--- config.mk ---
export PLATFORM = sky130hd
export DESIGN_NAME = cic_regfeed_top
export DESIGN_NICKNAME = d
export VERILOG_FILES = /design/src/rtl/cic_regfeed_pkg.sv /design/src/rtl/cic_seq.sv /design/src/rtl/cic_decim.sv /design/src/rtl/cic_chan.sv /design/src/rtl/cic_regfeed_top.sv
export SDC_FILE = /design/constraint.sdc
export NUM_CORES = 1
export LEC_CHECK = 0
export BUFFER_PORTS_ARGS = -buffer_cell sky130_fd_sc_hd__buf_2
export CAP_MARGIN = 20
export CORE_MARGIN = 2
export CORE_UTILIZATION = 45
export CTS_BUF_LIST = sky130_fd_sc_hd__clkbuf_8 sky130_fd_sc_hd__clkbuf_16
export CTS_CLUSTER_SIZE = 25
export DETAILED_ROUTE_END_ITERATION = 8
export GPL_ROUTABILITY_DRIVEN = 0
export PLACE_DENSITY = 0.61
export SLEW_MARGIN = 5
export SYNTH_ARGS = -nofsm -noshare
export SYNTH_HDL_FRONTEND = slang
export SYNTH_SLANG_ARGS = --single-unit
--- constraint.sdc ---
create_clock -name clk -period 4.9 [get_ports clk]
set_input_delay 0.49 -clock clk [delete_from_list [all_inputs] [get_ports clk]]
set_output_delay 0.49 -clock clk [all_outputs]
set_load 0.05 [all_outputs]
--- src/rtl/cic_regfeed_pkg.sv ---
package cic_regfeed_pkg;

  localparam int unsigned ADDR_W = 4;

  localparam logic [ADDR_W-1:0] RA_CTRL  = 4'd0;
  localparam logic [ADDR_W-1:0] RA_DECIM = 4'd1;
  localparam logic [ADDR_W-1:0] RA_STAT  = 4'd2;
  localparam logic [ADDR_W-1:0] RA_DIN0  = 4'd3;
  localparam logic [ADDR_W-1:0] RA_ACC0  = 4'd5;
  localparam logic [ADDR_W-1:0] RA_OUT0  = 4'd7;

  localparam int unsigned UPD_BIT  = 7;
  localparam int unsigned DONE_BIT = 16;
  localparam int unsigned BUSY_BIT = 17;
  localparam int unsigned OVF_BIT  = 18;

  // control fields, filt_en in bit 0 up to pol_ovr in bit 6
  typedef struct packed {
    logic       pol_ovr;
    logic       pol_sel;
    logic       demod;
    logic       order;
    logic [1:0] ch_en;
    logic       filt_en;
  } ctrl_t;

endpackage

--- src/rtl/cic_seq.sv ---
module cic_seq (
  input  logic clk,
  input  logic rst_n,
  input  logic start,
  input  logic clr,
  output logic busy,
  output logic step1,
  output logic step2
);
  logic ph_q;

  assign step1 = busy & ~ph_q & ~clr;
  assign step2 = busy &  ph_q & ~clr;

  always_ff @(posedge clk or negedge rst_n) begin
    if (!rst_n) begin
      busy <= 1'b0;
      ph_q <= 1'b0;
    end else if (clr) begin
      busy <= 1'b0;
      ph_q <= 1'b0;
    end else if (start) begin
      busy <= 1'b1;
      ph_q <= 1'b0;
    end else if (step1) begin
      ph_q <= 1'b1;
    end else if (step2) begin
      busy <= 1'b0;
      ph_q <= 1'b0;
    end
  end
endmodule

--- src/rtl/cic_decim.sv ---
module cic_decim #(
  parameter int CNT_W = 12
) (
  input  logic             clk,
  input  logic             rst_n,
  input  logic             clr,
  input  logic             step,
  input  logic [CNT_W-1:0] decim,
  output logic [CNT_W-1:0] cnt,
  output logic             bnd
);
  logic             first_q;
  logic [CNT_W-1:0] nxt;

  function automatic logic [CNT_W-1:0] next_count(input logic first,
      input logic [CNT_W-1:0] cur, input logic [CNT_W-1:0] len_m1);
    return first ? len_m1 : cur - 1'b1;
  endfunction

  assign nxt = next_count(first_q, cnt, decim);
  assign bnd = step && (nxt == '0);

  always_ff @(posedge clk or negedge rst_n) begin
    if (!rst_n) begin
      cnt     <= '0;
      first_q <= 1'b1;
    end else if (clr) begin
      cnt     <= '0;
      first_q <= 1'b1;
    end else if (step) begin
      cnt     <= nxt;
      first_q <= (nxt == '0);
    end
  end
endmodule

--- src/rtl/cic_chan.sv ---
module cic_chan #(
  parameter int DIN_W = 16,
  parameter int ACC_W = 32
) (
  input  logic             clk,
  input  logic             rst_n,
  input  logic             load,
  input  logic             en,
  input  logic [DIN_W-1:0] din,
  input  logic             neg,
  input  logic             step1,
  input  logic             step2,
  input  logic             publish,
  input  logic             order,
  output logic [ACC_W-1:0] acc_vis,
  output logic [ACC_W-1:0] dout
);
  localparam int EXT_W = ACC_W - DIN_W;

  logic             act_q;
  logic [ACC_W-1:0] x_q, s1_q, s2_q, s2_nxt, pub;

  function automatic logic [ACC_W-1:0] widen(input logic [DIN_W-1:0] v, input logic n);
    logic [ACC_W-1:0] e;
    e = {{EXT_W{v[DIN_W-1]}}, v};
    return n ? ('0 - e) : e;
  endfunction

  assign s2_nxt = s2_q + s1_q;
  assign pub    = order ? s2_nxt : s1_q;

  always_ff @(posedge clk or negedge rst_n) begin
    if (!rst_n) begin
      act_q   <= 1'b0;
      x_q     <= '0;
      s1_q    <= '0;
      s2_q    <= '0;
      acc_vis <= '0;
      dout    <= '0;
    end else begin
      if (load) begin
        act_q <= en;
        x_q   <= widen(din, neg);
      end
      if (step1 && act_q) s1_q <= s1_q + x_q;
      if (step2 && act_q) s2_q <= s2_nxt;
      if (publish && act_q) begin
        acc_vis <= pub;
        dout    <= pub;
      end
    end
  end
endmodule

--- src/rtl/cic_regfeed_top.sv ---
module cic_regfeed_top
  import cic_regfeed_pkg::*;
#(
  parameter int DIN_W = 16,
  parameter int ACC_W = 32,
  parameter int CNT_W = 12,
  parameter int BUS_W = 32
) (
  input  logic              clk,
  input  logic              rst_n,
  input  logic              wr_en,
  input  logic [ADDR_W-1:0] wr_addr,
  input  logic [BUS_W-1:0]  wr_data,
  input  logic              rd_en,
  input  logic [ADDR_W-1:0] rd_addr,
  output logic [BUS_W-1:0]  rd_data,
  input  logic              pol_in,
  output logic              irq_ipc,
  output logic              irq_ordy,
  output logic              irq_ovf
);
  localparam int NCH = 2;

  ctrl_t            ctrl_q, ctrl_wr;
  logic             upd_q, ovf_q, done_w;
  logic [CNT_W-1:0] decim_q, cnt_w;
  logic [DIN_W-1:0] din_q [NCH];
  logic [ACC_W-1:0] acc_v [NCH];
  logic [ACC_W-1:0] dout_v [NCH];
  logic [NCH-1:0]   unread_q, rd_clr, unread_left;
  logic             wr_ctrl, start_w, clr_w, neg_w, busy_w, step1_w, step2_w, bnd_w, ovf_ev;

  function automatic logic pick_sign(input ctrl_t c, input logic pin);
    return c.demod && (c.pol_sel ? pin : c.pol_ovr);
  endfunction

  assign ctrl_wr = ctrl_t'(wr_data[6:0]);
  assign wr_ctrl = wr_en && (wr_addr == RA_CTRL);
  assign start_w = wr_ctrl && wr_data[UPD_BIT] && ctrl_q.filt_en && ctrl_wr.filt_en && !busy_w;
  assign clr_w   = !ctrl_q.filt_en;
  assign neg_w   = pick_sign(ctrl_wr, pol_in);

  cic_seq u_seq (
    .clk(clk), .rst_n(rst_n), .start(start_w), .clr(clr_w),
    .busy(busy_w), .step1(step1_w), .step2(step2_w)
  );

  cic_decim #(.CNT_W(CNT_W)) u_decim (
    .clk(clk), .rst_n(rst_n), .clr(clr_w), .step(step2_w),
    .decim(decim_q), .cnt(cnt_w), .bnd(bnd_w)
  );

  for (genvar g = 0; g < NCH; g++) begin : g_ch
    cic_chan #(.DIN_W(DIN_W), .ACC_W(ACC_W)) u_chan (
      .clk(clk), .rst_n(rst_n), .load(start_w), .en(ctrl_wr.ch_en[g]),
      .din(din_q[g]), .neg(neg_w), .step1(step1_w), .step2(step2_w),
      .publish(bnd_w), .order(ctrl_q.order),
      .acc_vis(acc_v[g]), .dout(dout_v[g])
    );

    assign rd_clr[g] = rd_en && (rd_addr == RA_OUT0 + ADDR_W'(g));

    always_ff @(posedge clk or negedge rst_n) begin
      if (!rst_n) din_q[g] <= '0;
      else if (wr_en && wr_addr == RA_DIN0 + ADDR_W'(g)) din_q[g] <= wr_data[DIN_W-1:0];
    end
  end

  assign unread_left = unread_q & ~rd_clr;
  assign ovf_ev      = bnd_w && (unread_left != '0);
  assign done_w      = (unread_q != '0);

  always_ff @(posedge clk or negedge rst_n) begin
    if (!rst_n) begin
      ctrl_q   <= '0;
      upd_q    <= 1'b0;
      decim_q  <= '0;
      unread_q <= '0;
      ovf_q    <= 1'b0;
      irq_ipc  <= 1'b0;
      irq_ordy <= 1'b0;
      irq_ovf  <= 1'b0;
    end else begin
      if (wr_ctrl) ctrl_q <= ctrl_wr;
      if (wr_en && wr_addr == RA_DECIM) decim_q <= wr_data[CNT_W-1:0];
      if (start_w) upd_q <= 1'b1;
      else if (step2_w || clr_w) upd_q <= 1'b0;
      if (clr_w) unread_q <= '0;
      else if (bnd_w) unread_q <= ctrl_q.ch_en;
      else unread_q <= unread_left;
      if (clr_w) ovf_q <= 1'b0;
      else if (ovf_ev) ovf_q <= 1'b1;
      else if (wr_en && wr_addr == RA_STAT && wr_data[OVF_BIT]) ovf_q <= 1'b0;
      irq_ipc  <= step2_w;
      irq_ordy <= bnd_w;
      irq_ovf  <= ovf_ev;
    end
  end

  always_comb begin
    rd_data = '0;
    case (rd_addr)
      RA_CTRL:  begin rd_data[6:0] = ctrl_q; rd_data[UPD_BIT] = upd_q; end
      RA_DECIM: rd_data[CNT_W-1:0] = decim_q;
      RA_STAT:  begin
        rd_data[CNT_W-1:0] = cnt_w;
        rd_data[DONE_BIT]  = done_w;
        rd_data[BUSY_BIT]  = busy_w;
        rd_data[OVF_BIT]   = ovf_q;
      end
      RA_DIN0:       rd_data[DIN_W-1:0] = din_q[0];
      RA_DIN0 + 4'd1: rd_data[DIN_W-1:0] = din_q[1];
      RA_ACC0:       rd_data = BUS_W'(acc_v[0]);
      RA_ACC0 + 4'd1: rd_data = BUS_W'(acc_v[1]);
      RA_OUT0:       rd_data = BUS_W'(dout_v[0]);
      RA_OUT0 + 4'd1: rd_data = BUS_W'(dout_v[1]);
      default:  rd_data = '0;
    endcase
  end
endmodule

# Yosys cells after proc, flatten, opt, wreduce, memory -nomap -nowiden
# Index checks and enable logic that the tools add are counted.
# word_totals
register_bits	331
input_bits	45
out_inout_bits	35
# op_classes
addsub	7
eq_ne	17
mux	29
n_bitwise	7
reduce_logical	33
# ops
op	n
$add 32x32->32	4
$mux 32	4
$pmux 8 s7	1
$mux 12	3
$sub 1x16->17 const A	2
$pmux 13 s2	1
$pmux 4 s6	1
$logic_and 1x1->1	21
$eq 4x3->1 const B	5
$eq 4x2->1 const B	4
$pmux 4 s4	1
$mux 1	15
$logic_not 12->1	1
$sub 12x1->12 const B	1
$pmux 3 s3	1
$eq 4x1->1 const B	2
$logic_not 4->1	2
$ne 3x1->1 const B	2
$reduce_bool 2->1	3
$and 1x1->1	4
$eq 4x4->1 const B	1
$mux 2	2
$ne 4x1->1 const B	1
$reduce_or 2->1	2
8 further kinds	9

# Depth between registers and ports, before layout
# depth
ltp_word	8
depth_mapped	15
mapped_depth_nobuf	15

# Cells and area by module
# A second synthesis with hierarchy kept.
# unflattened
hier_cells	2249
hier_area_um2	21090.2
# modules_own_cells
module	n_inst	cells_per_inst	area_per_inst_um2	seq_area_each_um2
cic_chan (g_ch[1].u_chan)	1	880	8049.0	2852.7
cic_chan (g_ch[0].u_chan)	1	873	7948.9	2852.7
cic_regfeed_top	1	362	3892.5	1451.4
cic_decim	1	125	1098.6	326.6
cic_seq	1	9	101.3	50.0

# Least setup slack after synthesis
# OpenSTA, ideal clock, no wires.
# synth_path
kind	register -> register
startpoint	reg g_ch[0].u_chan.s1_q[1]
endpoint	reg g_ch[0].u_chan.acc_vis[31]
t_arrival_ns	3.034
path_slack_ns	1.790
path_stages_with_launch	14
n_path_buf	0
synth_period_minus_slack_ns	3.110
path_cell_list	dfrtp_1 ha_1 a211oi_1 o21bai_1 o311a_1 a41o_1 a21bo_2 a211o_1 a211o_1 a21oi_2 xnor2_1 nand2_1 xor2_1 o21ai_1
# synth_between
elab_chain_cells	2
# synth_rtl
item	line	source
start, declared	cic_chan.sv:21	logic [ACC_W-1:0] x_q, s1_q, s2_q, s2_nxt, pub;
start signal, assigned	cic_chan.sv:45	if (step1 && act_q) s1_q <= s1_q + x_q;
$add 32x32->32	cic_chan.sv:29	assign s2_nxt = s2_q + s1_q;
$mux 32	cic_chan.sv:30	assign pub = order ? s2_nxt : s1_q;
end signal, assigned	cic_chan.sv:48	acc_vis <= pub;
end, declared	cic_chan.sv:15	output logic [ACC_W-1:0] acc_vis,
# No other way between the ends.
# A chain may end at the register's enable or synchronous reset.

# Worst setup path after layout
# layout_path
startpoint	reg g_ch[1].u_chan.s1_q[8]
endpoint	reg g_ch[1].u_chan.acc_vis[29]
# layout_between
elab_chain_cells	2
# layout_rtl
item	line
start, declared	cic_chan.sv:21
start signal, assigned	cic_chan.sv:45
$add 32x32->32	cic_chan.sv:29
$mux 32	cic_chan.sv:30
end signal, assigned	cic_chan.sv:48
end, declared	cic_chan.sv:15
# No other way between the ends.

==> summary by stage <==
Detailed routing
The highest metal layer carrying signal wires in the routed design is met5. Before antenna repair, the detailed router went through 5 iterations. After the first detailed-routing iteration, the DRC count stood at 1048. The post-detailed-route via-to-cell ratio is 5.71. After detailed routing, the met3 layer carries 2390 um of wire. The detail route stage leaves a number of antenna-violating nets equal to 0. The number of vias after detailed routing is 15400. The wire length on met1 is 23200 um.

The number of remaining DRC errors is 0. The met2 wirelength from detailed routing is 22400 um. The average detailed-routed wire length per instance is 18.3 um.

The total routed wirelength is 49200 um.

Layout
Compared with the post-synthesis result, the final layout area differs by 10.7%. The number of nets in the layout is 2300. The share of post-route cells with drive strength above 1 is 0.109.

Timing
The pin slew with the least headroom to its limit is 1030 ps. The maximum clock frequency is 257 MHz. For the final routed database, the setup TNS stands at 0 ps. For the final database, setup skew stands at 19.7 ps.

Setup repair after global routing left no endpoint under its margin. The routed design could run at a clock period as short as 3890 ps. The count of final max-slew check failures came to 0.

The ratio of final minimum period to clock period is 0.795. The number of setup violations in the final report is 0. The number of hold-slack violations in the final timing report is 0. Hold is met by 206 ps.

The relative max-transition margin is 0.313.

Power
The leakage power total is 10.1 nW. The overall power of the completed layout is 6.12 mW. The worst-case IR drop observed on VDD is 295 uV. In this run the power density over the cells is 291 mW/mm^2.

Worst setup path
The critical path is of the reg -> reg type. The type of destination of the critical path is a register. In this run the worst path has a maximum fanout of 4. The signal on the critical path passes through ha_1 > a21oi_1 > nand2_1 > nor4_1 > o21ai_1 > a21oi_1 > o21ai_1 > a311oi_1 > o21ai_1 > a2111oi_1 > o21ai_0 > nand3b_1 > a2bb2oi_1. The cell family contributing the most delay on the critical path is compound AO/OA/AOI/OAI gates. For this run, the slowest stage of the critical path takes 540 ps. The most used cell along the critical path is sky130_fd_sc_hd__o21ai_1. Counting both buffers and inverters, the worst setup path holds a total of 0. The worst-path cell with the longest stage delay is sky130_fd_sc_hd__a311oi_1. The arrival time of data at the critical path endpoint is 4320 ps. The data required time of the worst path is 5330 ps. The sort of element at the start of the critical path is a register.

Synthesis
Yosys mapped a number of flops with a built-in enable equal to 0. The cell area that synthesis handed to floorplanning was 0.0190 mm^2. By area the synthesized netlist is led by sky130_fd_sc_hd__dfrtp_1 (40%), sky130_fd_sc_hd__ha_1 (8.4%), sky130_fd_sc_hd__nand2_1 (6.4%), sky130_fd_sc_hd__o21ai_0 (5.6%), sky130_fd_sc_hd__mux2_2 (4.1%). The count of mapped cells out of synthesis is 2091. In the synthesized netlist the dominant register cell turns out to be sky130_fd_sc_hd__dfrtp_1.

Synthesis inferred 301 register bits. The number of distinct library cell variants in the gate-level netlist after synthesis is 81. For this run, the number of Yosys warnings is 0. The post-synth net total is 2267. The fraction of synthesized cell area taken by the top area cell type is 0.396.

After synthesis, the share of flip-flops with an asynchronous set or reset is 1.00. The commonest cells after synthesis are sky130_fd_sc_hd__nand2_1 (324), sky130_fd_sc_hd__dfrtp_1 (300), sky130_fd_sc_hd__o21ai_0 (211). The post-synthesis sequential area ratio is 0.397.

The synthesized design spends more area on one cell type than any other, namely sky130_fd_sc_hd__dfrtp_1. By instance count, the leading cell after synthesis is sky130_fd_sc_hd__nand2_1. The synthesized area divided by synthesized cell count is 9.07 um^2.

Floorplanning
The floorplan die area is 0.0438 mm^2. The initial utilization of the core area, before any placement, comes to 0.454. For this design the top-level I/O count stands at 80.

In this run the vertical extent of the chip is 209 um. From left edge to right edge, the die measures 209 um. The floorplan row count is 75.

The area of the placeable core is 0.0418 mm^2.

CTS
The maximum level of the CTS H-tree is 2. In this run, CTS created clock tree buffers numbering 37. The clock tree from TritonCTS is built.

The longest clock path from root to sink contains 3 buffers. The clock-pin slew on the worst setup and hold paths is 60 ps. The insertion delay of the later-clocked pin in the worst-skew pair is 550 ps.

The cell at the root of the clock tree is sky130_fd_sc_hd__clkbuf_16. The clock drives 301 sinks.

Global routing
The overflow left after global routing is 0. The total routing usage reported by global routing is 0.229. The first global-routing pass estimated 80400 um of wire. The number of global-route vias before repair is 15000. The initial antenna violation count is 4.

Entering global routing, the biggest net connects 117 pins.

Status
The run finished with clean final reports.

Hold path
The class of the tightest hold or removal check is in -> reg.

Place
During placement, the flow inserted port buffers numbering 64. The final HPWL from detailed placement is 35900 um.

Flow run
Max-cap violations in this run came to 0.
==> area by class of cell <==
cell class	count	area [um^2]
fill	3887	20700
multi-input combinational	1655	11000
sequential	301	7530
clock buffer	43	1010
tap	539	674
timing repair buffer	85	541
inverter	44	165
clock inverter	22	130
antenna	1	2.50
==> worst reg2reg max path, stage by stage, from the launching register on <==
cell	delay [ps]
sky130_fd_sc_hd__dfrtp_1	420
sky130_fd_sc_hd__ha_1	330
sky130_fd_sc_hd__a21oi_1	190
sky130_fd_sc_hd__nand2_1	120
sky130_fd_sc_hd__nor4_1	430
sky130_fd_sc_hd__o21ai_1	210
sky130_fd_sc_hd__a21oi_1	230
sky130_fd_sc_hd__o21ai_1	160
sky130_fd_sc_hd__a311oi_1	540
sky130_fd_sc_hd__o21ai_1	200
sky130_fd_sc_hd__a2111oi_1	530
sky130_fd_sc_hd__o21ai_0	230
sky130_fd_sc_hd__nand3b_1	120
sky130_fd_sc_hd__a2bb2oi_1	70
==> metal layers <==
layer / GRT usage / up-vias
met1: 0.321 / 7348
met4: 0.0697 / 2
met5: 0 / -
li1: - / 7604
met3: 0.0350 / 73
met2: 0.366 / 323
==> flip-flops by register name, summed over array words and instances, names as in the netlist <==
signal and count:
ctrl_q 7, decim_q 12, din_q 32, g_ch.u_chan.acc_vis 64, g_ch.u_chan.act_q 2, g_ch.u_chan.s1_q 64
g_ch.u_chan.s2_q 64, g_ch.u_chan.x_q 34, irq_ipc 1, irq_ordy 1, irq_ovf 1, ovf_q 1
u_decim.cnt 12, u_decim.first_q 1, u_seq.busy 1, u_seq.ph_q 1, unread_q 2, upd_q 1
==> path summary, 6_finish.rpt <==
kind	start	end	slack, ps	cells after the start
setup / recovery	g_ch[1].u_chan.s1_q[8]$_DFFE_PN0P_	g_ch[1].u_chan.acc_vis[29]$_DFFE_PN0P_	1010	13
hold / removal	wr_data[12]	din_q[28]$_DFFE_PN0P_	210	2
setup reg to reg	g_ch[1].u_chan.s1_q[8]$_DFFE_PN0P_	g_ch[1].u_chan.acc_vis[29]$_DFFE_PN0P_	1010	13
hold reg to reg	g_ch[1].u_chan.acc_vis[22]$_DFFE_PN0P_	g_ch[1].u_chan.acc_vis[22]$_DFFE_PN0P_	480	2
max in group asynchronous	rst_n	g_ch[0].u_chan.s1_q[26]$_DFFE_PN0P_	3310	3
min in group asynchronous	rst_n	g_ch[1].u_chan.s1_q[7]$_DFFE_PN0P_	500	2
==> timing repair <==
action                                 in CTS  in global routing
gates resized for setup                     0                  0
setup buffers                               0                  0
endpoints found under the hold margin      71                  0
hold buffers                                1                  0
==> per-stage QoR <==
step	utilization	std cells	setup slack [ps]	area, um^2
2_1_floorplan	-	2091	1790	19000
4_1_cts	0.502	2687	1080	21000
5_1_grt	0.503	2689	593	21000
3_5_place_dp	0.475	2621	1100	19800
6_report	0.503	2690	1010	21000
3_3_place_gp	0.474	2620	1090	19800
==> report_power, final <==
group	total [mW]	internal, mW	switching [mW]
sequential	2.79	2.61	0.183
combinational	0.730	0.277	0.453
clock	2.60	1.51	1.09
==> placed cells by master, fill, tap and decap left out, types with 37 or more instances in the layout <==
cell,count
sky130_fd_sc_hd__a21o_1,61
sky130_fd_sc_hd__a21oi_1,137
sky130_fd_sc_hd__buf_2,63
sky130_fd_sc_hd__clkbuf_16,37
sky130_fd_sc_hd__dfrtp_1,300
sky130_fd_sc_hd__ha_1,127
sky130_fd_sc_hd__inv_1,55
sky130_fd_sc_hd__mux2_2,69
sky130_fd_sc_hd__nand2_1,320
sky130_fd_sc_hd__nor2_1,106
sky130_fd_sc_hd__o21ai_0,211
sky130_fd_sc_hd__o21ai_1,58
sky130_fd_sc_hd__xnor2_1,68
sky130_fd_sc_hd__xor2_1,82
==> cell families after synthesis <==
family | share of synthesized area
AO/OA/AOI/OAI | 0.219
AND/OR/NAND/NOR | 0.146
flip-flops | 0.397
XOR/XNOR | 0.0692
buffers and inverters | 0.0280
adder cells (fa/ha/maj) | 0.0880
multiplexers | 0.0530
Power figures use the tool's default switching activity.
